--- src/rtl/sc_irq_pkg.sv ---
package sc_irq_pkg;
   // How a source turns its input into a set strobe
   typedef enum logic [1:0] {
      TRIG_RISE  = 2'd0,
      TRIG_FALL  = 2'd1,
      TRIG_PULSE = 2'd2
   } trig_e;

   localparam int unsigned DEF_STAT_W = 3;
   localparam int unsigned DEF_DMA_W  = 4;
   localparam int unsigned DEF_ERR_W  = 2;
endpackage

--- src/rtl/sc_irq_edge.sv ---
module sc_irq_edge #(
   parameter int unsigned        W    = 1,
   parameter sc_irq_pkg::trig_e  KIND = sc_irq_pkg::TRIG_RISE
) (
   input  logic         clk,
   input  logic         rst_n,
   input  logic [W-1:0] sig,
   output logic [W-1:0] evt
);
   generate
      if (KIND == sc_irq_pkg::TRIG_PULSE) begin : g_pulse
         assign evt = sig;
      end else begin : g_trans
         logic [W-1:0] prev_q;
         always_ff @(posedge clk or negedge rst_n) begin
            if (!rst_n) prev_q <= '0;
            else        prev_q <= sig;
         end
         if (KIND == sc_irq_pkg::TRIG_RISE) begin : g_rise
            assign evt = sig & ~prev_q;
         end else begin : g_fall
            assign evt = ~sig & prev_q;
         end
      end
   endgenerate
endmodule

--- src/rtl/sc_irq_pend.sv ---
module sc_irq_pend #(
   parameter int unsigned W = 1
) (
   input  logic         clk,
   input  logic         rst_n,
   input  logic [W-1:0] set_evt,
   input  logic [W-1:0] lvl_sel,
   input  logic [W-1:0] lvl_val,
   input  logic [W-1:0] clr,
   output logic [W-1:0] pend
);
   for (genvar i = 0; i < W; i++) begin : g_bit
      logic bit_q;
      always_ff @(posedge clk or negedge rst_n) begin
         if (!rst_n)          bit_q <= 1'b0;
         else if (lvl_sel[i]) bit_q <= lvl_val[i];
         else                 bit_q <= (bit_q & ~clr[i]) | set_evt[i];
      end
      assign pend[i] = bit_q;
   end
endmodule

--- src/rtl/sc_irq_evgen.sv ---
module sc_irq_evgen #(
   parameter int unsigned STAT_W = sc_irq_pkg::DEF_STAT_W,
   parameter int unsigned DMA_W  = sc_irq_pkg::DEF_DMA_W,
   parameter int unsigned ERR_W  = sc_irq_pkg::DEF_ERR_W,
   localparam int unsigned NSRC  = STAT_W + DMA_W + ERR_W
) (
   input  logic              clk,
   input  logic              rst_n,
   input  logic [STAT_W-1:0] stat_flags,
   input  logic [STAT_W-1:0] lvl_mode,
   input  logic [DMA_W-1:0]  dma_active,
   input  logic [ERR_W-1:0]  err_pulse,
   input  logic [NSRC-1:0]   int_enable,
   input  logic [NSRC-1:0]   pend_clr,
   input  logic              top_enable,
   output logic [NSRC-1:0]   pending,
   output logic              irq
);
   localparam int unsigned NOLVL = DMA_W + ERR_W;

   generate
      if (STAT_W < 1 || DMA_W < 1 || ERR_W < 1) begin : g_bad_width
         $error("sc_irq_evgen: every source group needs at least one member");
      end
   endgenerate

   logic [STAT_W-1:0] stat_evt;
   logic [DMA_W-1:0]  dma_evt;
   logic [ERR_W-1:0]  err_evt;

   sc_irq_edge #(.W(STAT_W), .KIND(sc_irq_pkg::TRIG_RISE)) u_stat_edge (
      .clk(clk), .rst_n(rst_n), .sig(stat_flags), .evt(stat_evt));

   sc_irq_edge #(.W(DMA_W), .KIND(sc_irq_pkg::TRIG_FALL)) u_dma_edge (
      .clk(clk), .rst_n(rst_n), .sig(dma_active), .evt(dma_evt));

   sc_irq_edge #(.W(ERR_W), .KIND(sc_irq_pkg::TRIG_PULSE)) u_err_edge (
      .clk(clk), .rst_n(rst_n), .sig(err_pulse), .evt(err_evt));

   logic [NSRC-1:0] evt_all;
   logic [NSRC-1:0] lvl_sel_all;
   logic [NSRC-1:0] lvl_val_all;

   assign evt_all     = {err_evt, dma_evt, stat_evt};
   assign lvl_sel_all = {{NOLVL{1'b0}}, lvl_mode};
   assign lvl_val_all = {{NOLVL{1'b0}}, stat_flags};

   sc_irq_pend #(.W(NSRC)) u_pend (
      .clk(clk), .rst_n(rst_n),
      .set_evt(evt_all), .lvl_sel(lvl_sel_all), .lvl_val(lvl_val_all),
      .clr(pend_clr), .pend(pending));

   assign irq = top_enable & (|(pending & int_enable));
endmodule

--- config.mk ---
export PLATFORM = sky130hd
export DESIGN_NAME = sc_irq_evgen
export DESIGN_NICKNAME = d
export VERILOG_FILES = /design/src/rtl/sc_irq_pkg.sv /design/src/rtl/sc_irq_edge.sv /design/src/rtl/sc_irq_pend.sv /design/src/rtl/sc_irq_evgen.sv
export SDC_FILE = /design/constraint.sdc
export NUM_CORES = 1
export LEC_CHECK = 0
export CAP_MARGIN = 15
export CORE_MARGIN = 5
export CORE_UTILIZATION = 37
export CTS_CLUSTER_SIZE = 28
export DETAILED_ROUTE_END_ITERATION = 10
export PLACE_DENSITY = 0.89
export SKIP_CTS_REPAIR_TIMING = 1
export SYNTH_ARGS = -nofsm -noshare
export SYNTH_HDL_FRONTEND = slang
export SYNTH_SLANG_ARGS = --single-unit
--- constraint.sdc ---
create_clock -name clk -period 3.7 [get_ports clk]
set_clock_uncertainty 0.2 [all_clocks]
set_input_delay 0.74 -clock clk [delete_from_list [all_inputs] [get_ports clk]]
set_output_delay 0.74 -clock clk [all_outputs]
set_load 0.03 [all_outputs]
==> results of run 1 <==
## worst min path at each step
stage                                                 startpoint                                      to  slack [ns]  cells after the start
after floorplan                                            rst_n  u_dma_edge.g_trans.prev_q[0]$_DFF_PN0_        0.24                      0
after global placement    u_dma_edge.g_trans.prev_q[0]$_DFF_PN0_         u_pend.g_bit[3].bit_q$_DFF_PN0_        0.29                      2
after detailed placement  u_dma_edge.g_trans.prev_q[0]$_DFF_PN0_         u_pend.g_bit[3].bit_q$_DFF_PN0_        0.30                      2
after CTS                 u_dma_edge.g_trans.prev_q[0]$_DFF_PN0_         u_pend.g_bit[3].bit_q$_DFF_PN0_        0.31                      2
after global routing      u_dma_edge.g_trans.prev_q[3]$_DFF_PN0_         u_pend.g_bit[6].bit_q$_DFF_PN0_        0.34                      2
final                     u_dma_edge.g_trans.prev_q[3]$_DFF_PN0_         u_pend.g_bit[6].bit_q$_DFF_PN0_        0.31                      2
## layer usage
layer | up-vias | track usage [%]
met5 | - | 0
met4 | 0 | 7.860
li1 | 256 | -
met2 | 19 | 19.46
met1 | 233 | 10.38
met3 | 2 | 4.011
## Yosys cell counts
cell type | n | area share, %
dfrtp_1 | 16 | 61
inv_1 | 11 | 6.3
buf_4 | 9 | 10
a22o_1 | 4 | 5.4
o22ai_1 | 4 | 3.8
nand2b_1 | 3 | 2.9
nor2_1 | 3 | 1.7
a21o_1 | 1 | 1.1
a21o_2 | 1 | 1.3
a221oi_2 | 1 | 2.3
a222oi_1 | 1 | 1.5
a22oi_1 | 1 | 1.1
a31oi_1 | 1 | 0.96
## flip-flops by register name (all words and copies together), names as in the netlist
signal,cells
u_stat_edge.g_trans.prev_q,3
u_pend.g_bit.bit_q,9
u_dma_edge.g_trans.prev_q,4
## placed cells by master (no fill, tap or decap)
| master | netlist | final |
|---|---|---|
| inv_1 | 11 | 11 |
| nand2b_1 | 3 | 3 |
| clkdlybuf4s50_1 | 0 | 42 |
| dfrtp_1 | 16 | 16 |
| a222oi_1 | 1 | 1 |
| clkbuf_4 | 0 | 3 |
| nor2_1 | 3 | 3 |
| a22oi_1 | 1 | 1 |
| o22ai_1 | 4 | 4 |
| a21o_1 | 1 | 1 |
| a221oi_2 | 1 | 1 |
| a31oi_1 | 1 | 1 |
| a22o_1 | 4 | 4 |
| a21o_2 | 1 | 1 |
## where the power goes
part,internal [mW],leakage [nW],switching (mW)
clock,0.0377,0.0138,0.0482
sequential,0.187,0.187,0.00790
combinational,0.0547,0.275,0.0372
## final cells by class
cell class,instances,area (µm²)
fillers,140,646.9
repair buffers,42,420.4
flip-flops and latches,16,400.4
multi-input cells,20,145.1
inverters,11,41.29
well taps,25,31.28
clock buffers,3,22.52
## critical path, delay by kind of cell
kind | cells | cell delay, ns
buf+inv | 2 | 1.00
compound gates | 3 | 0.50
## stage by stage
stage	setup slack (ns)	power, mW
2_1_floorplan	1.312	0.2427
3_3_place_gp	0.5070	0.2896
3_5_place_dp	0.5024	0.2916
4_1_cts	0.5024	0.3800
5_1_grt	0.4382	0.3953
6_report	0.5178	0.3723
## kinds of logic after synthesis
kind of cell / after synthesis / share of synthesized area (%)
AOI/OAI and AO/OA: 14 / 17.59
and+or+nand+nor: 6 / 4.589
DFF: 16 / 61.18
buffers and inverters: 20 / 16.63
==> impl_metrics.yaml, run 1 <==
placement:
  dp.cells: 114
  post_dp_cell_area_um2: 1039
  io_buffer_count: 42
  hpwl_um: 1157
  gp_congestion: 0.6830
grt:
  overflow: 0
  grtUsageTotal_pct: 11.05
  grt_max_degree: 17
  grt_pass1_vias: 520
  antenna_found_initial: 0
  grt_pass1_wl_um: 2090
clock_tree:
  path_clk_slew_ns: 0.08
  clock_latency_ns: 0.27
  cts_root_buf: "clkbuf_4"
  h-tree-depth: 1
  cts_tree: "done"
  cts.sinks: 16
  clk_path_buf_depth: 2
  cts_buffers: 3
finish:
  antenna_cells: 0
  drive_above_1_share_pct: 5.435
  design_area_um2: 1061
  nets: 127
  final_cells: 117
  post-route-util_pct: 62.12
  syn_to_final_growth_pct: 62.14
power_and_ir_drop:
  ir_drop_v: 0.0002167
  p_leak_nw: 0.4762
  powerDensity_nw_per_um2: 350.9
timing:
  fin_crit_ns: 3.182
  slew_headroom_pct: 53.73
  fin_tns_setup_ns: 0
  fmax_mhz: 314.2
  rsz0062_at_grt: "false"
  tightest_slew_ns: 0.6919
  setup_viol: 0
  whs_ns: 0.3073
  min_period_over_period_pct: 86.01
  drv_slew: 0
  finalHoldViolCount: 0
route:
  drc_errors: 0
  dr.pass1.iters: 4
  routed.top_layer: "met4"
  wirelength_met1_um: 504
  antenna_left: 0
  routedWlPerCell_um: 11.51
  drt_iter0_markers: 1
  vias_per_cell: 4.359
  wl_met3_um: 104
  wl_um: 1347
  num_vias: 510
  wl_met2_um: 727
worst_setup_path:
  crit_required_ns: 2.76
  crit_chain: "clkdlybuf4s50_1 > a22o_1 > a221oi_2 > a31oi_1 > clkdlybuf4s50_1"
  crit_type: "input port to output port"
  rr_endpoint: "u_pend.g_bit[2].bit_q$_DFF_PN0_"
  r2r_setup_slack_ns: 2.77
  path_max_fanout: 1
  critical_path.endpoint: "irq"
  r2r_cells: 1
  worstReg2RegStart: "u_pend.g_bit[2].bit_q$_DFF_PN0_"
  cp_slowest_cell: "clkdlybuf4s50_1"
  startpoint: "int_enable[8]"
  cp-start-kind: "input port"
  cpPeakStageDelay_ns: 0.60
  crit_arrival_ns: 2.24
  cp_common_cell: "clkdlybuf4s50_1"
  cp-end-kind: "output port"
logic_synthesis:
  ys_ff_latch: 16
  synth_warnings: 0
  synthCells: 56
  syn_avg_cell_area_um2: 11.69
  ys_seq_area_share_pct: 61.19
  synth_cell_types: 13
  syn-cell-area_um2: 654.4
  synth_fp_nets: 89
die:
  die-area_um2: 2710
  die_w_um: 52.06
  initial_core_util_pct: 38.32
  fp-row-count: 15
  ios: 43
  die_h_um: 52.06
  placeableCoreArea_um2: 1708
flow_run:
  maxCapViolations: 0
worst_hold_path:
  holdCritPathClass: "register to register"
status:
  outcome: "completed"
Note: power is estimated with default switching activity, not from simulation.
==> inputs of run 2 (changes only) <==
CORE_MARGIN = 2   (was 5)
SLEW_MARGIN = 40   (was unset)
==> run 2 against run 1 <==
Net effect: via count up 3.5%; worst hold slack better by 0.0059 ns; critical endpoint unchanged; clock power up 28%; clock-buffer cell count up 1; maximum frequency down 0.96%; combinational power up 0.9%; sequential power about the same; critical path depth unchanged; largest cell class unchanged.
==> impl_metrics.yaml, run 2 (same netlist as run 1, synthesis figures left out) <==
status:
  outcome: "completed"
die:
  die-area_um2: 2121
  ios: 43
  die_w_um: 46.06
  fp-row-count: 15
  die_h_um: 46.06
  placeableCoreArea_um2: 1689
  initial_core_util_pct: 38.74
clock_tree:
  cts_tree: "done"
  cts_root_buf: "clkbuf_4"
  cts.sinks: 16
  h-tree-depth: 1
  clk_path_buf_depth: 2
  cts_buffers: 3
  clock_latency_ns: 0.27
  path_clk_slew_ns: 0.09
finish:
  largest_reg_flops: 9
  drive_above_1_share_pct: 6.452
  final_common_cell: "clkdlybuf4s50_1"
  top_register: "u_pend.g_bit.bit_q"
  post-route-util_pct: 63.04
  antenna_cells: 0
  nets: 127
  reg_top3: "u_pend.g_bit.bit_q: 9 flops, u_dma_edge.g_trans.prev_q: 4 flops, u_stat_edge.g_trans.prev_q: 3 flops"
  syn_to_final_growth_pct: 62.71
  regArea_um2: 400.4
  fillers: 137
  multi_input_area_um2: 145.1
  final_cell_mix: "clkdlybuf4s50_1 (42), dfrtp_1 (16), inv_1 (11), a22o_1 (4), o22ai_1 (4)"
timing:
  tightest_slew_ns: 0.6797
  min_period_over_period_pct: 86.84
  rsz0062_at_grt: "false"
  setup_viol: 0
  fmax_mhz: 311.2
  slew_headroom_pct: 54.55
  fin_tns_setup_ns: 0
  drv_slew: 0
  finalHoldViolCount: 0
  fin_crit_ns: 3.213
worst_setup_path:
  path_max_fanout: 1
  crit_required_ns: 2.76
  cp-end-kind: "output port"
  cp-start-kind: "input port"
  cpPeakStageDelay_ns: 0.61
  crit_type: "input port to output port"
  crit_chain: "clkdlybuf4s50_1 > a22o_1 > a221oi_2 > a31oi_1 > clkdlybuf4s50_1"
  crit_arrival_ns: 2.27
  cp_common_cell: "clkdlybuf4s50_1"
  cp_slowest_cell: "clkdlybuf4s50_1"
grt:
  grtUsageTotal_pct: 16.00
  grt_pass1_vias: 542
  grt_pass1_wl_um: 2311
  antenna_found_initial: 0
  grt_max_degree: 17
  overflow: 0
placement:
  io_buffer_count: 42
  gp_congestion: 0.6177
  hpwl_um: 1249
worst_hold_path:
  holdCritPathClass: "register to register"
power_and_ir_drop:
  powerDensity_nw_per_um2: 373.3
  ir_drop_v: 0.0003212
  p_leak_nw: 0.4834
route:
  vias_per_cell: 4.800
  drc_errors: 0
  wl_um: 1422
  routedWlPerCell_um: 12.93
  antenna_left: 0
  drt_iter0_markers: 3
  dr.pass1.iters: 4
  num_vias: 528
flow_run:
  maxCapViolations: 0
[run 2: cell count changes in the layout (fill, tap and decap cells not counted), sizes merged]
cell,previous run,this run
clkbuf,3,4
[run 2: power breakdown]
part | internal, mW | switching, mW | total [mW]
Clock | 0.0598 | 0.0501 | 0.110
Combinational | 0.0547 | 0.0380 | 0.0927
Sequential | 0.187 | 0.00821 | 0.195
Total | 0.301 | 0.0963 | 0.398
[run 2: layer usage]
| metal | global-route usage, % | share of wire (%) | routed length [µm] | up-vias |
|---|---|---|---|---|
| met5 | 0 | 0 | 0 | - |
| li1 | - | - | - | 254 |
| met1 | 16.75 | 34 | 489 | 252 |
| met2 | 29.17 | 59 | 838 | 20 |
| met4 | 6.857 | 1.8 | 25 | 0 |
| met3 | 4.706 | 4.9 | 69 | 2 |
[run 2: worst paths after layout]
kind                                                        start                                      end  slack [ns]  cells after the start
setup / recovery                                    int_enable[8]                                      irq        0.49                      5
hold / removal             u_dma_edge.g_trans.prev_q[2]$_DFF_PN0_          u_pend.g_bit[5].bit_q$_DFF_PN0_        0.31                      2
setup reg to reg                  u_pend.g_bit[0].bit_q$_DFF_PN0_          u_pend.g_bit[0].bit_q$_DFF_PN0_        2.77                      1
hold reg to reg            u_dma_edge.g_trans.prev_q[2]$_DFF_PN0_          u_pend.g_bit[5].bit_q$_DFF_PN0_        0.31                      2
max in group asynchronous                                   rst_n   u_dma_edge.g_trans.prev_q[1]$_DFF_PN0_        2.20                      1
min in group asynchronous                                   rst_n  u_stat_edge.g_trans.prev_q[0]$_DFF_PN0_        0.67                      1
[run 2: cell type report]
| class | instances | share of cell area, % |
|---|---|---|
| timing repair buffer | 42 | 39.48 |
| sequential | 16 | 37.60 |
| multi-input combinational | 20 | 13.63 |
| inverter | 11 | 3.878 |
| clock buffer | 4 | 3.408 |
| tap | 17 | 1.998 |
[run 2: critical path: cells and delay by family]
family | cells | cell delay, ns
AO/OA/AOI/OAI | 3 | 0.52
buffers and inverters | 2 | 1.01
[run 2: per-stage QoR]
stage / setup WS (ns) / total power, mW / cells / hold WS, ns / cell area [µm²]
finish: 0.4870 / 0.3975 / 110 / 0.3132 / 1065
global route: 0.4183 / 0.4211 / 110 / 0.3532 / 1065
CTS: 0.4666 / 0.4050 / 110 / 0.3164 / 1065
detailed placement: 0.4666 / 0.2931 / 106 / 0.3034 / 1028
global placement: 0.5086 / 0.2892 / 106 / 0.2838 / 1028
floorplan: 1.312 / 0.2427 / 56 / 0.2444 / 654.4
